<file path="src/rtl/spi_mem_pkg.sv">
// Shared types for the SPI memory access port.
// Assumes: command bits [7:6] carry the transfer type.
package spi_mem_pkg;

    typedef enum logic [1:0] {
        KIND_CTRL  = 2'd0,
        KIND_WRITE = 2'd1,
        KIND_READ  = 2'd2
    } xfer_kind_t;

    // Map a command byte to its transfer type
    function automatic xfer_kind_t kind_of(input logic [7:0] cmd);
        if (!cmd[7])     return KIND_CTRL;
        else if (cmd[6]) return KIND_READ;
        else             return KIND_WRITE;
    endfunction

endpackage

</file>
<file path="src/rtl/spi_in_sync.sv">
// Multi-stage synchronizer for a small bus of asynchronous inputs.
// Assumes: each bit is independent; the reset value sets the idle level.
module spi_in_sync #(
    parameter int          W       = 3,
    parameter int          STAGES  = 2,
    parameter logic [W-1:0] RST_VAL = '0
) (
    input  logic         clk,
    input  logic         rst_n,
    input  logic [W-1:0] d,
    output logic [W-1:0] q
);
    logic [W-1:0] stg [STAGES];

    // Shift the inputs through the synchronizer chain
    always_ff @(posedge clk) begin
        if (!rst_n) begin
            for (int i = 0; i < STAGES; i++) stg[i] <= RST_VAL;
        end else begin
            stg[0] <= d;
            for (int i = 1; i < STAGES; i++) stg[i] <= stg[i-1];
        end
    end

    assign q = stg[STAGES-1];
endmodule

</file>
<file path="src/rtl/spi_frame_engine.sv">
// Frame engine: edge detect, shift, command decode, memory strobes,
// auto-increment, read data shifting and interrupt generation.
// Assumes: synchronized inputs; half sclk period >= 4 system clocks;
// memory returns read data one clock after mem_re.
module spi_frame_engine
    import spi_mem_pkg::*;
#(
    parameter int          ADDR_W  = 16,
    parameter logic [7:0]  QUIET_RD = 8'hC0,
    parameter logic [7:0]  QUIET_WR = 8'h80
) (
    input  logic              clk,
    input  logic              rst_n,
    input  logic              cs_s,
    input  logic              sclk_s,
    input  logic              mosi_s,
    input  logic [7:0]        mem_rdata,
    output logic [ADDR_W-1:0] mem_addr,
    output logic [7:0]        mem_wdata,
    output logic              mem_we,
    output logic              mem_re,
    output logic              irq,
    output logic [7:0]        last_cmd,
    output logic [ADDR_W-1:0] last_addr,
    output logic              miso,
    output logic              miso_oe
);
    localparam int HDR_BITS = 8 + ADDR_W;
    localparam int CNT_W    = $clog2(HDR_BITS + 1);
    localparam logic [CNT_W-1:0] CMD_LAST  = CNT_W'(7);
    localparam logic [CNT_W-1:0] ADDR_LAST = CNT_W'(HDR_BITS - 1);
    localparam logic [CNT_W-1:0] HDR_DONE  = CNT_W'(HDR_BITS);

    logic              cs_q, sclk_q, rise, cs_rise;
    logic [CNT_W-1:0]  hdr_cnt;
    logic [2:0]        bidx;
    logic [ADDR_W-2:0] sh;
    logic [ADDR_W-1:0] nb, cur_addr;
    logic              cmd_ok, re_d, quiet;
    xfer_kind_t        kind;
    logic [7:0]        tx_byte;

    assign rise    = !cs_s && sclk_s && !sclk_q;
    assign cs_rise = cs_s && !cs_q;
    assign nb      = {sh, mosi_s};
    assign quiet   = (kind == KIND_READ  && last_cmd == QUIET_RD) ||
                     (kind == KIND_WRITE && last_cmd == QUIET_WR);

    // Edge-detect history of chip select and serial clock
    always_ff @(posedge clk) begin
        if (!rst_n) begin
            cs_q   <= 1'b1;
            sclk_q <= 1'b0;
        end else begin
            cs_q   <= cs_s;
            sclk_q <= sclk_s;
        end
    end

    // Frame sequencing, memory strobes and interrupt
    always_ff @(posedge clk) begin
        if (!rst_n) begin
            hdr_cnt   <= '0;
            bidx      <= '0;
            sh        <= '0;
            cmd_ok    <= 1'b0;
            kind      <= KIND_CTRL;
            cur_addr  <= '0;
            mem_addr  <= '0;
            mem_wdata <= '0;
            mem_we    <= 1'b0;
            mem_re    <= 1'b0;
            re_d      <= 1'b0;
            tx_byte   <= '0;
            irq       <= 1'b0;
            last_cmd  <= '0;
            last_addr <= '0;
        end else begin
            mem_we <= 1'b0;
            mem_re <= 1'b0;
            re_d   <= mem_re;
            irq    <= cs_rise && cmd_ok && !quiet;
            if (re_d) tx_byte <= mem_rdata;
            if (cs_s) begin
                hdr_cnt <= '0;
                bidx    <= '0;
                cmd_ok  <= 1'b0;
            end else if (rise) begin
                sh <= nb[ADDR_W-2:0];
                if (hdr_cnt != HDR_DONE) begin
                    hdr_cnt <= hdr_cnt + 1'b1;
                    if (hdr_cnt == CMD_LAST) begin
                        last_cmd <= nb[7:0];
                        kind     <= kind_of(nb[7:0]);
                        cmd_ok   <= 1'b1;
                    end
                    if (hdr_cnt == ADDR_LAST) begin
                        last_addr <= nb;
                        if (kind == KIND_READ) begin
                            mem_re   <= 1'b1;
                            mem_addr <= nb;
                            cur_addr <= nb + 1'b1;
                        end else begin
                            cur_addr <= nb;
                        end
                    end
                end else begin
                    bidx <= bidx + 1'b1;
                    if (bidx == 3'd7 && kind == KIND_WRITE) begin
                        mem_we    <= 1'b1;
                        mem_addr  <= cur_addr;
                        mem_wdata <= nb[7:0];
                        cur_addr  <= cur_addr + 1'b1;
                    end
                    if (bidx == 3'd7 && kind == KIND_READ) begin
                        mem_re   <= 1'b1;
                        mem_addr <= cur_addr;
                        cur_addr <= cur_addr + 1'b1;
                    end
                end
            end
        end
    end

    // Output driver: data only during the read data phase
    always_comb begin
        miso_oe = !cs_s;
        miso    = 1'b0;
        if (!cs_s && kind == KIND_READ && hdr_cnt == HDR_DONE)
            miso = tx_byte[3'd7 - bidx];
    end

    // interrupt is a single-clock pulse
    p_irq_pulse_r8: assert property (@(posedge clk) disable iff (!rst_n)
        irq |=> !irq);
    // interrupt only once the frame has ended
    p_irq_after_end_r8: assert property (@(posedge clk) disable iff (!rst_n)
        irq |-> cs_s);
    // no memory strobe while the port is deselected
    p_idle_quiet_r1: assert property (@(posedge clk) disable iff (!rst_n)
        (cs_s && $past(cs_s)) |-> (!mem_we && !mem_re));
    // writes only for write frames, never with a read strobe
    p_we_kind_r4: assert property (@(posedge clk) disable iff (!rst_n)
        mem_we |-> (kind == KIND_WRITE && !mem_re));
    // read strobes only for read frames
    p_re_kind_r3: assert property (@(posedge clk) disable iff (!rst_n)
        mem_re |-> (kind == KIND_READ));
    // command register changes only with a completed command byte
    p_cmd_latch_r2: assert property (@(posedge clk) disable iff (!rst_n)
        !$stable(last_cmd) |-> cmd_ok);
endmodule

</file>
<file path="src/rtl/spi_mem_port.sv">
// SPI slave memory access port top: synchronizes the pad inputs and
// hands them to the frame engine.
// Assumes: pad driver releases miso when miso_oe is low.
module spi_mem_port #(
    parameter int         ADDR_W      = 16,
    parameter int         SYNC_STAGES = 2,
    parameter logic [7:0] QUIET_RD    = 8'hC0,
    parameter logic [7:0] QUIET_WR    = 8'h80
) (
    input  logic              clk,
    input  logic              rst_n,
    input  logic              cs_n,
    input  logic              sclk,
    input  logic              mosi,
    output logic              miso,
    output logic              miso_oe,
    output logic [ADDR_W-1:0] mem_addr,
    output logic [7:0]        mem_wdata,
    output logic              mem_we,
    output logic              mem_re,
    input  logic [7:0]        mem_rdata,
    output logic              irq,
    output logic [7:0]        last_cmd,
    output logic [ADDR_W-1:0] last_addr
);
    logic [2:0] pins_s;

    spi_in_sync #(.W(3), .STAGES(SYNC_STAGES), .RST_VAL(3'b100)) u_sync (
        .clk   (clk),
        .rst_n (rst_n),
        .d     ({cs_n, sclk, mosi}),
        .q     (pins_s)
    );

    spi_frame_engine #(.ADDR_W(ADDR_W), .QUIET_RD(QUIET_RD), .QUIET_WR(QUIET_WR)) u_eng (
        .clk       (clk),
        .rst_n     (rst_n),
        .cs_s      (pins_s[2]),
        .sclk_s    (pins_s[1]),
        .mosi_s    (pins_s[0]),
        .mem_rdata (mem_rdata),
        .mem_addr  (mem_addr),
        .mem_wdata (mem_wdata),
        .mem_we    (mem_we),
        .mem_re    (mem_re),
        .irq       (irq),
        .last_cmd  (last_cmd),
        .last_addr (last_addr),
        .miso      (miso),
        .miso_oe   (miso_oe)
    );
endmodule

</file>
<file path="config.mk">
export PLATFORM = sky130hd
export DESIGN_NAME = spi_mem_port
export DESIGN_NICKNAME = d
export VERILOG_FILES = /design/src/rtl/spi_mem_pkg.sv /design/src/rtl/spi_in_sync.sv /design/src/rtl/spi_frame_engine.sv /design/src/rtl/spi_mem_port.sv
export SDC_FILE = /design/constraint.sdc
export NUM_CORES = 1
export LEC_CHECK = 0
export BUFFER_PORTS_ARGS = -buffer_cell sky130_fd_sc_hd__buf_2
export CORE_MARGIN = 2
export CORE_UTILIZATION = 50
export DETAILED_ROUTE_END_ITERATION = 16
export PLACE_DENSITY = 0.71
export SLEW_MARGIN = 10
export SYNTH_ARGS = -nofsm -noshare
export SYNTH_HDL_FRONTEND = slang
export SYNTH_SLANG_ARGS = --single-unit
export TNS_END_PERCENT = 5
</file>
<file path="constraint.sdc">
create_clock -name clk -period 3.32 [get_ports clk]
set_input_delay 0.498 -clock clk [delete_from_list [all_inputs] [get_ports clk]]
set_output_delay 0.498 -clock clk [all_outputs]
set_load 0.02 [all_outputs]
</file>
Word-level counts from Yosys, hierarchy flattened
Memory sizes are Yosys's and may differ from the RTL's.
Cells that the tools add are included.

storage, ports and cells
  bits in registers = 104
  bits in writable memories = 6
  input bits = 13
  output and inout port bits = 53
  memories = 1

memories
  memory      depth  bits a word  read ports  clocked after memory_dff  wr ports  RTL line           text
  u_sync.stg  2      3            2           0                         2         spi_in_sync.sv:13  logic [W-1:0] stg [STAGES];

operators by class
  add/sub/neg operators = 5
  $lt $le $gt $ge = 1
  eq/ne operators = 11
  mux-type cells = 24
  bitwise operators = 6
  reductions and logical operators = 29

operator list
  kind                     number
  $mux W16                 10
  $add A16 B1 Y16 const B  2
  $eq A8 B8 Y1 const B     2
  $reduce_and A4 Y1        4
  $logic_and A1 B1 Y1      11
  $eq A5 B5 Y1 const B     2
  $mux W1                  9
  $mux W3                  2
  $reduce_and A2 Y1        3
  $add A5 B1 Y5 const B    1
  $eq A5 B3 Y1 const B     1
  $ne A5 B5 Y1 const B     1
  $reduce_and A5 Y1        1
  $logic_not A1 Y1         4
  $lt A3 B4 Y1 const B     1
  $mux W2                  2
  $ne A2 B2 Y1 const B     2
  $not A1 Y1               4
  $reduce_or A4 Y1         1
  $add A3 B1 Y3 const B    1
  $bmux W1 S3              1
  $eq A3 B3 Y1 const B     1
  $reduce_and A3 Y1        1
  $reduce_bool A3 Y1       1
  other kinds (7)          8

Depth between registers and ports, before layout
Gate-level depths: netlist of run 1.

  depth in word-level cells = 5
  mapped depth = 9

Hierarchy
A second synthesis of run 1 with hierarchy kept.

unflattened totals
  cell total of the unflattened synthesis = 607
  area total of the unflattened synthesis = 4939.7 µm²

modules (own cells, without submodules)
  module            times used  cells each  area each (µm²)
  spi_frame_engine  1           592         4759.6
  spi_in_sync       1           15          180.2

Worst setup path after synthesis of run 1
Ideal clock, no wire load.

  path type = reg-to-output
  start = register u_eng.hdr_cnt[0]
  end = output port miso
  arrival time = 1.702 ns
  required time = 2.822 ns
  slack = 1.120 ns
  stages on the path, launching flop included = 7
  buffers on the path = 2
  cell sequence = dfxtp_1 inv_1 ha_1 nand4b_1 clkbuf_1 clkbuf_1 nor3_1

between the ends
  word-level cells in the longest chain between the ends = 3

ends and longest elaborated chain
  item                    RTL line                 text
  start, declared         spi_frame_engine.sv:35   logic [CNT_W-1:0] hdr_cnt;
  start signal, assigned  spi_frame_engine.sv:91   hdr_cnt <= hdr_cnt + 1'b1;
  $eq A5 B5 Y1            spi_frame_engine.sv:129  if (!cs_s && kind == KIND_READ && hdr_cnt == HDR_DONE)
  $logic_and A1 B1 Y1     spi_frame_engine.sv:129
  $mux W1                 spi_frame_engine.sv:129
  end, declared           spi_mem_port.sv:15       output logic miso,

Every way passes these cells.

==> results of run 1 <==
==> metal layers <==
metal	vias up	GRT usage	routed length [µm]
li1	2119	-	-
met1	1948	0.328	5500
met2	149	0.350	4990
met3	18	0.0540	804
met4	0	0.0595	150
met5	-	0	0
==> stage by stage <==
stage	power (µW)	cell area, µm²
floorplan	1380	4850
global route	2250	5380
detailed placement	1390	5180
CTS	2180	5380
finish	2160	5380
global placement	1390	5180
==> sequential cells by signal, indices dropped and copies added (netlist names), 2 cells and up <==
register         flops
u_eng.bidx           3
u_eng.cur_addr      16
u_eng.hdr_cnt        5
u_eng.kind           2
u_eng.last_addr     16
u_eng.last_cmd       8
u_eng.mem_addr      16
u_eng.mem_wdata      8
u_eng.sh            15
u_eng.tx_byte        8
u_sync.stg           6
==> power by group <==
| group | switching, µW | internal [µW] |
|---|---|---|
| sequential | 3.13 | 1320 |
| combinational | 27.0 | 10.3 |
| clock | 444 | 350 |
| total | 475 | 1680 |
==> final timing paths <==
| check | startpoint | end | slack [ps] | cells after the start |
|---|---|---|---|---|
| max | u_sync.stg[0][5] | u_eng.cur_addr[15] | 730 | 5 |
| min | cs_n | u_sync.stg[0][2] | 310 | 2 |
| max reg2reg | u_sync.stg[0][5] | u_eng.cur_addr[15] | 730 | 5 |
| min reg2reg | u_sync.stg[0][0] | u_sync.stg[0][3] | 450 | 1 |
==> area by class of cell <==
cell class	instances	area [µm²]
Timing Repair Buffer	72	378
Multi-Input combinational cell	426	2410
Tap cell	129	161
Sequential cell	110	2200
Inverter	10	37.5
Clock inverter	6	68.8
Clock buffer	9	124
Fill cell	901	3950
==> logic make-up after synthesis <==
logic type,count (synthesis),share of synthesized area
flip-flops,110,0.454
AND/OR/NAND/NOR,264,0.245
buffers and inverters,60,0.0491
multiplexers,27,0.0612
adder cells (fa/ha/maj),6,0.0155
XOR/XNOR,19,0.0343
AO/OA/AOI/OAI,110,0.141
==> placed cells by master (no fill, tap or decap), types with 6 or more instances in the layout <==
master and count:
nand2_1 123, dfxtp_1 110, buf_2 65, nor2_1 63
a21oi_1 52, mux2i_1 24, nand3_1 20, a311oi_1 16
o21ai_0 14, nor3_1 11, nand4_1 11, xor2_1 10
inv_1 9, xnor2_1 9, a31oi_1 9, clkbuf_8 9
and2_1 7, buf_4 7, ha_1 6
==> flow_summary.toml, run 1 <==
[clock_network]
clock-root-buffer = "clkbuf_8"
clkLatencyLatePin_ps = 360
tritoncts = "done"
post_cts.repair.setup_buffers = 0
cts_hold_buffers = 0
cts-buffers-inserted = 9
numClockSinks = 110
post_cts_resized = 0
clk_transition_reported_paths_ps = 100
htreeDepth = 3
clock_tree_buf_depth = 2

[sta]
fin_tns_setup_ps = 0
rsz0062_at_grt = "no"
worst_slew_margin_rel = 0.519
worst_hold_slack_ps = 313
finalSetupViolations = 0
fin_crit_sh = 0.781
max_freq_mhz = 386
final.setup_skew_ps = 8.30
timing_max_transition_violations_final = 0
fin_ws_ps = 728
final-hold-violation-count = 0
final_period_minus_worst_setup_slack_ps = 2590
timing_worst_slew_pin_value_ps = 719

[die]
fp.coreArea_um2 = 9330
die-width_um = 102
ioPinCount = 66
floorplan.initialDensity = 0.520
row_count = 35
die_h_um = 102
die_area_um2 = 10500

[place]
io_buffer_count = 65
post-place-ws_ps = 734
place.detailed.hpwl_um = 7920
gpl.final_weighted_congestion = 0.897
place.detailed.instances = 747

[worst_setup_path]
cp_num_buf_inv = 0
worstPathCellList = "or3b_1 -> or2_1 -> and2_4 -> or4_1 -> a31oi_1"
end_kind = "register"
worst_path_largest_cell_delay_ps = 620
critical_path.startpoint_type = "register"
worst_path_max_delay_cell = "or3b_1"
crit_family = "simple AND/OR/NAND/NOR gates"
worstSetupPathType = "register to register"
crit_required_ps = 3620
worst-path-max-fanout = 19
cp_data_arrival_time_ps = 2890

[grt]
grt_antenna_before_repair = 0
vias_in_the_first_global_route = 3880
grt_max_degree = 57
grt_first_pass_wirelength_um = 19100
remaining_global_route_overflow = 0
global_route.usage.total = 0.229

[detailed_routing]
route.vias.total = 4234
drtIter0Drc = 289
routed_wl_um = 11400
first_pass_iters = 5
drc_errors = 0
antenna_left = 0
vias_per_cell = 5.56
wire_per_inst_um = 15.0

[synth]
number_of_synthesized_register_bits = 110
synth_ff_type = "dfxtp_1"
number_of_enable_type_register_cells_in_the_synthesized_netlist = 0
portion_of_synthesized_cell_area_occupied_by_the_leading_cell_type = 0.454
netlist_instances = 596
post-synth-top-area-cell = "dfxtp_1"
yosys_warnings = 0
synth_async_sr_flop_share = 0
synth.area.top_cells = "dfxtp_1 45%, nand2_1 9.5%, a21oi_1 5.4%"
netlist-cell-type-count = 50
synth_nets = 615
synth.most_common_cell = "nand2_1"
post_synth_most_frequent_cells = "123 x nand2_1, 110 x dfxtp_1, 63 x nor2_1"
syn_avg_cell_area_um2 = 8.13
synth-seq-area-share = 0.454
synth_area_um2 = 4850

[final_layout]
cell_count_final_fillers_out = 762
post_route_cells_drive_above_1_share = 0.152
finish.utilization = 0.577
antenna-diode-count = 0
flow.area_growth_from_synthesis_pct = 11.0
layout.nets = 648

[hold_path]
min-delay-path-class = "input pin to register"

[pwr]
power.leakage_uw = 0.00202
power_per_unit_of_standard_cell_area_nw_per_um2 = 401
peakVddDrop_v = 0.000263

[job]
drv.max_cap_violation_count = 0

[outcome]
status = "completed"
Power figures use the tool's default switching activity.
==> inputs of run 2 (changes only) <==
--- a/config.mk
+++ b/config.mk
@@ -9,7 +9,7 @@
 export CORE_MARGIN = 2
 export CORE_UTILIZATION = 50
 export DETAILED_ROUTE_END_ITERATION = 16
-export PLACE_DENSITY = 0.71
+export PLACE_DENSITY = 0.74
 export SLEW_MARGIN = 10
 export SYNTH_ARGS = -nofsm -noshare
 export SYNTH_HDL_FRONTEND = slang
==> constraint.sdc (replaced) <==
create_clock -name clk -period 2.2 [get_ports clk]
set_input_delay 0.33 -clock clk [delete_from_list [all_inputs] [get_ports clk]]
set_output_delay 0.33 -clock clk [all_outputs]
set_load 0.02 [all_outputs]
==> run 2 against run 1 <==
Effect of this change:
- power grew 49%
- worst hold slack lost 180 ps
- wire length grew 7.0%
- worst setup slack lost 690 ps
- sequential share of layout area shrank 1.9 points
- non-clock buffer count grew 27
- largest cell class unchanged
==> flow_summary.toml, run 2 (synthesis gave the netlist of run 1 again) <==
[outcome]
status = "completed"

[sta]
finalSetupViolations = 0
worst_slew_margin_rel = 0.629
final_period_minus_worst_setup_slack_ps = 2160
max_freq_mhz = 462
fin_crit_sh = 0.983
final-hold-violation-count = 0
worst_hold_slack_ps = 132
final.setup_skew_ps = 11.1
timing_worst_slew_pin_value_ps = 557
timing_max_transition_violations_final = 0

[worst_setup_path]
worst_path_max_delay_cell = "dfxtp_1"
cp_data_arrival_time_ps = 1830
worstPathCellList = "inv_1 -> ha_1 -> nand4b_1 -> buf_12 -> nor3_2 -> buf_2"
rr_worst_depth = 6
startpoint = "u_eng.hdr_cnt[0]"
worstSetupPathDepth = 6
worstSetupPathType = "register to output pin"
rrSetupSlack_ps = 170
worst-path-max-fanout = 5
worst_setup_path_endpoint = "miso"
cp_num_buf_inv = 3
crit_required_ps = 1870
end_kind = "output pin"
r2r_end = "u_eng.cur_addr[14]"
r2r_start = "u_eng.hdr_cnt[1]"
worst_path_largest_cell_delay_ps = 350
critical_path.startpoint_type = "register"
crit_family = "buffers and inverters"

[clock_network]
cts-buffers-inserted = 9
htreeDepth = 3
clock_tree_buf_depth = 2
clk_transition_reported_paths_ps = 110
tritoncts = "done"
numClockSinks = 110
cts_hold_buffers = 0
clock-root-buffer = "clkbuf_8"
clkLatencyLatePin_ps = 380

[detailed_routing]
routed_wl_um = 12200
antenna_left = 0
drtIter0Drc = 295
vias_per_cell = 5.58
wire_per_inst_um = 15.5
first_pass_iters = 6
route.vias.total = 4407
drc_errors = 0

[final_layout]
final_cell_area_um2 = 5640
sequential_cell_area_um2 = 2200
finish.utilization = 0.605
flow.area_growth_from_synthesis_pct = 16.4
layout.nets = 675
post_route_cells_drive_above_1_share = 0.191
nFillCells = 828
most-common-layout-cells = "123 x nand2_1, 110 x dfxtp_1, 65 x buf_2"
most_common_cell_after_layout_fill_and_taps_aside = "nand2_1"
largestRegisters = "u_eng.cur_addr (16), u_eng.last_addr (16), u_eng.mem_addr (16)"
area_of_the_multi_input_gates_um2 = 2420
antenna-diode-count = 0

[die]
die-width_um = 102
fp.coreArea_um2 = 9330
ioPinCount = 66
row_count = 35
die_area_um2 = 10500
die_h_um = 102
floorplan.initialDensity = 0.520

[hold_path]
min-delay-path-class = "input pin to register"
timing.hold.worst_path_depth = 2

[place]
gpl.final_weighted_congestion = 0.905
place.detailed.hpwl_um = 8390
placed_area_um2 = 5360
io_buffer_count = 65

[pwr]
power.leakage_uw = 0.00217
peakVddDrop_v = 0.000419
power_per_unit_of_standard_cell_area_nw_per_um2 = 571

[grt]
remaining_global_route_overflow = 0
grt_antenna_before_repair = 0
vias_in_the_first_global_route = 4085
grt_max_degree = 55
grt_first_pass_wirelength_um = 20300
global_route.usage.total = 0.243

[job]
drv.max_cap_violation_count = 0
## run 2: changes by cell type in the layout (fill, tap and decap cells not counted), moves of 2 or more
cell       change
inv_8          +2
clkbuf_16      +2
buf_12         +2
clkinv_4       +2
buf_4         +23
inv_6          -2
## run 2: how the worst min path moves through the flow
stage | start | endpoint | slack [ps]
floorplan | u_sync.stg[0][2] | u_sync.stg[0][5] | 390
global placement | u_sync.stg[0][0] | u_sync.stg[0][3] | 420
detailed placement | u_sync.stg[0][2] | u_sync.stg[0][5] | 410
CTS | cs_n | u_sync.stg[0][2] | 130
global route | cs_n | u_sync.stg[0][2] | 140
finish | cs_n | u_sync.stg[0][2] | 130
## run 2: where the power goes
group / internal [µW] / leakage [µW] / switching, µW
clock: 433 / 0.0000943 / 723
sequential: 2000 / 0.000887 / 3.33
combinational: 19.1 / 0.00119 / 44.2
## run 2: routing by layer
layer  share of wire  global-route usage
met1            0.47               0.353
met2            0.45               0.380
met3           0.066              0.0451
met4           0.014              0.0503
met5               0                   0
## run 2: metrics by stage
| stage | power [µW] | cells | TNS [ps] | worst slack, ps |
|---|---|---|---|---|
| floorplan | 2080 | 596 | 0 | 168 |
| global placement | 2110 | 767 | 0 | 257 |
| detailed placement | 2110 | 767 | 0 | 178 |
| CTS | 3220 | 783 | 0 | 0.749 |
| global route | 3340 | 790 | -42.5 | -42.5 |
| finish | 3220 | 790 | 0 | 37.7 |
## run 2: area by class of cell
type                    count  area share
flip-flops and latches    110       0.391
multi-input cells         426       0.428
repair buffers             99       0.114
well taps                 129      0.0286
inverters                  10     0.00666
clock buffers              10      0.0226
clock inverters             6     0.00954
## run 2: repair_timing
| action | in CTS | in global routing |
|---|---|---|
| endpoints found under the setup margin | 0 | 4 |
| resized for setup | 0 | 3 |
| buffers inserted | 0 | 5 |
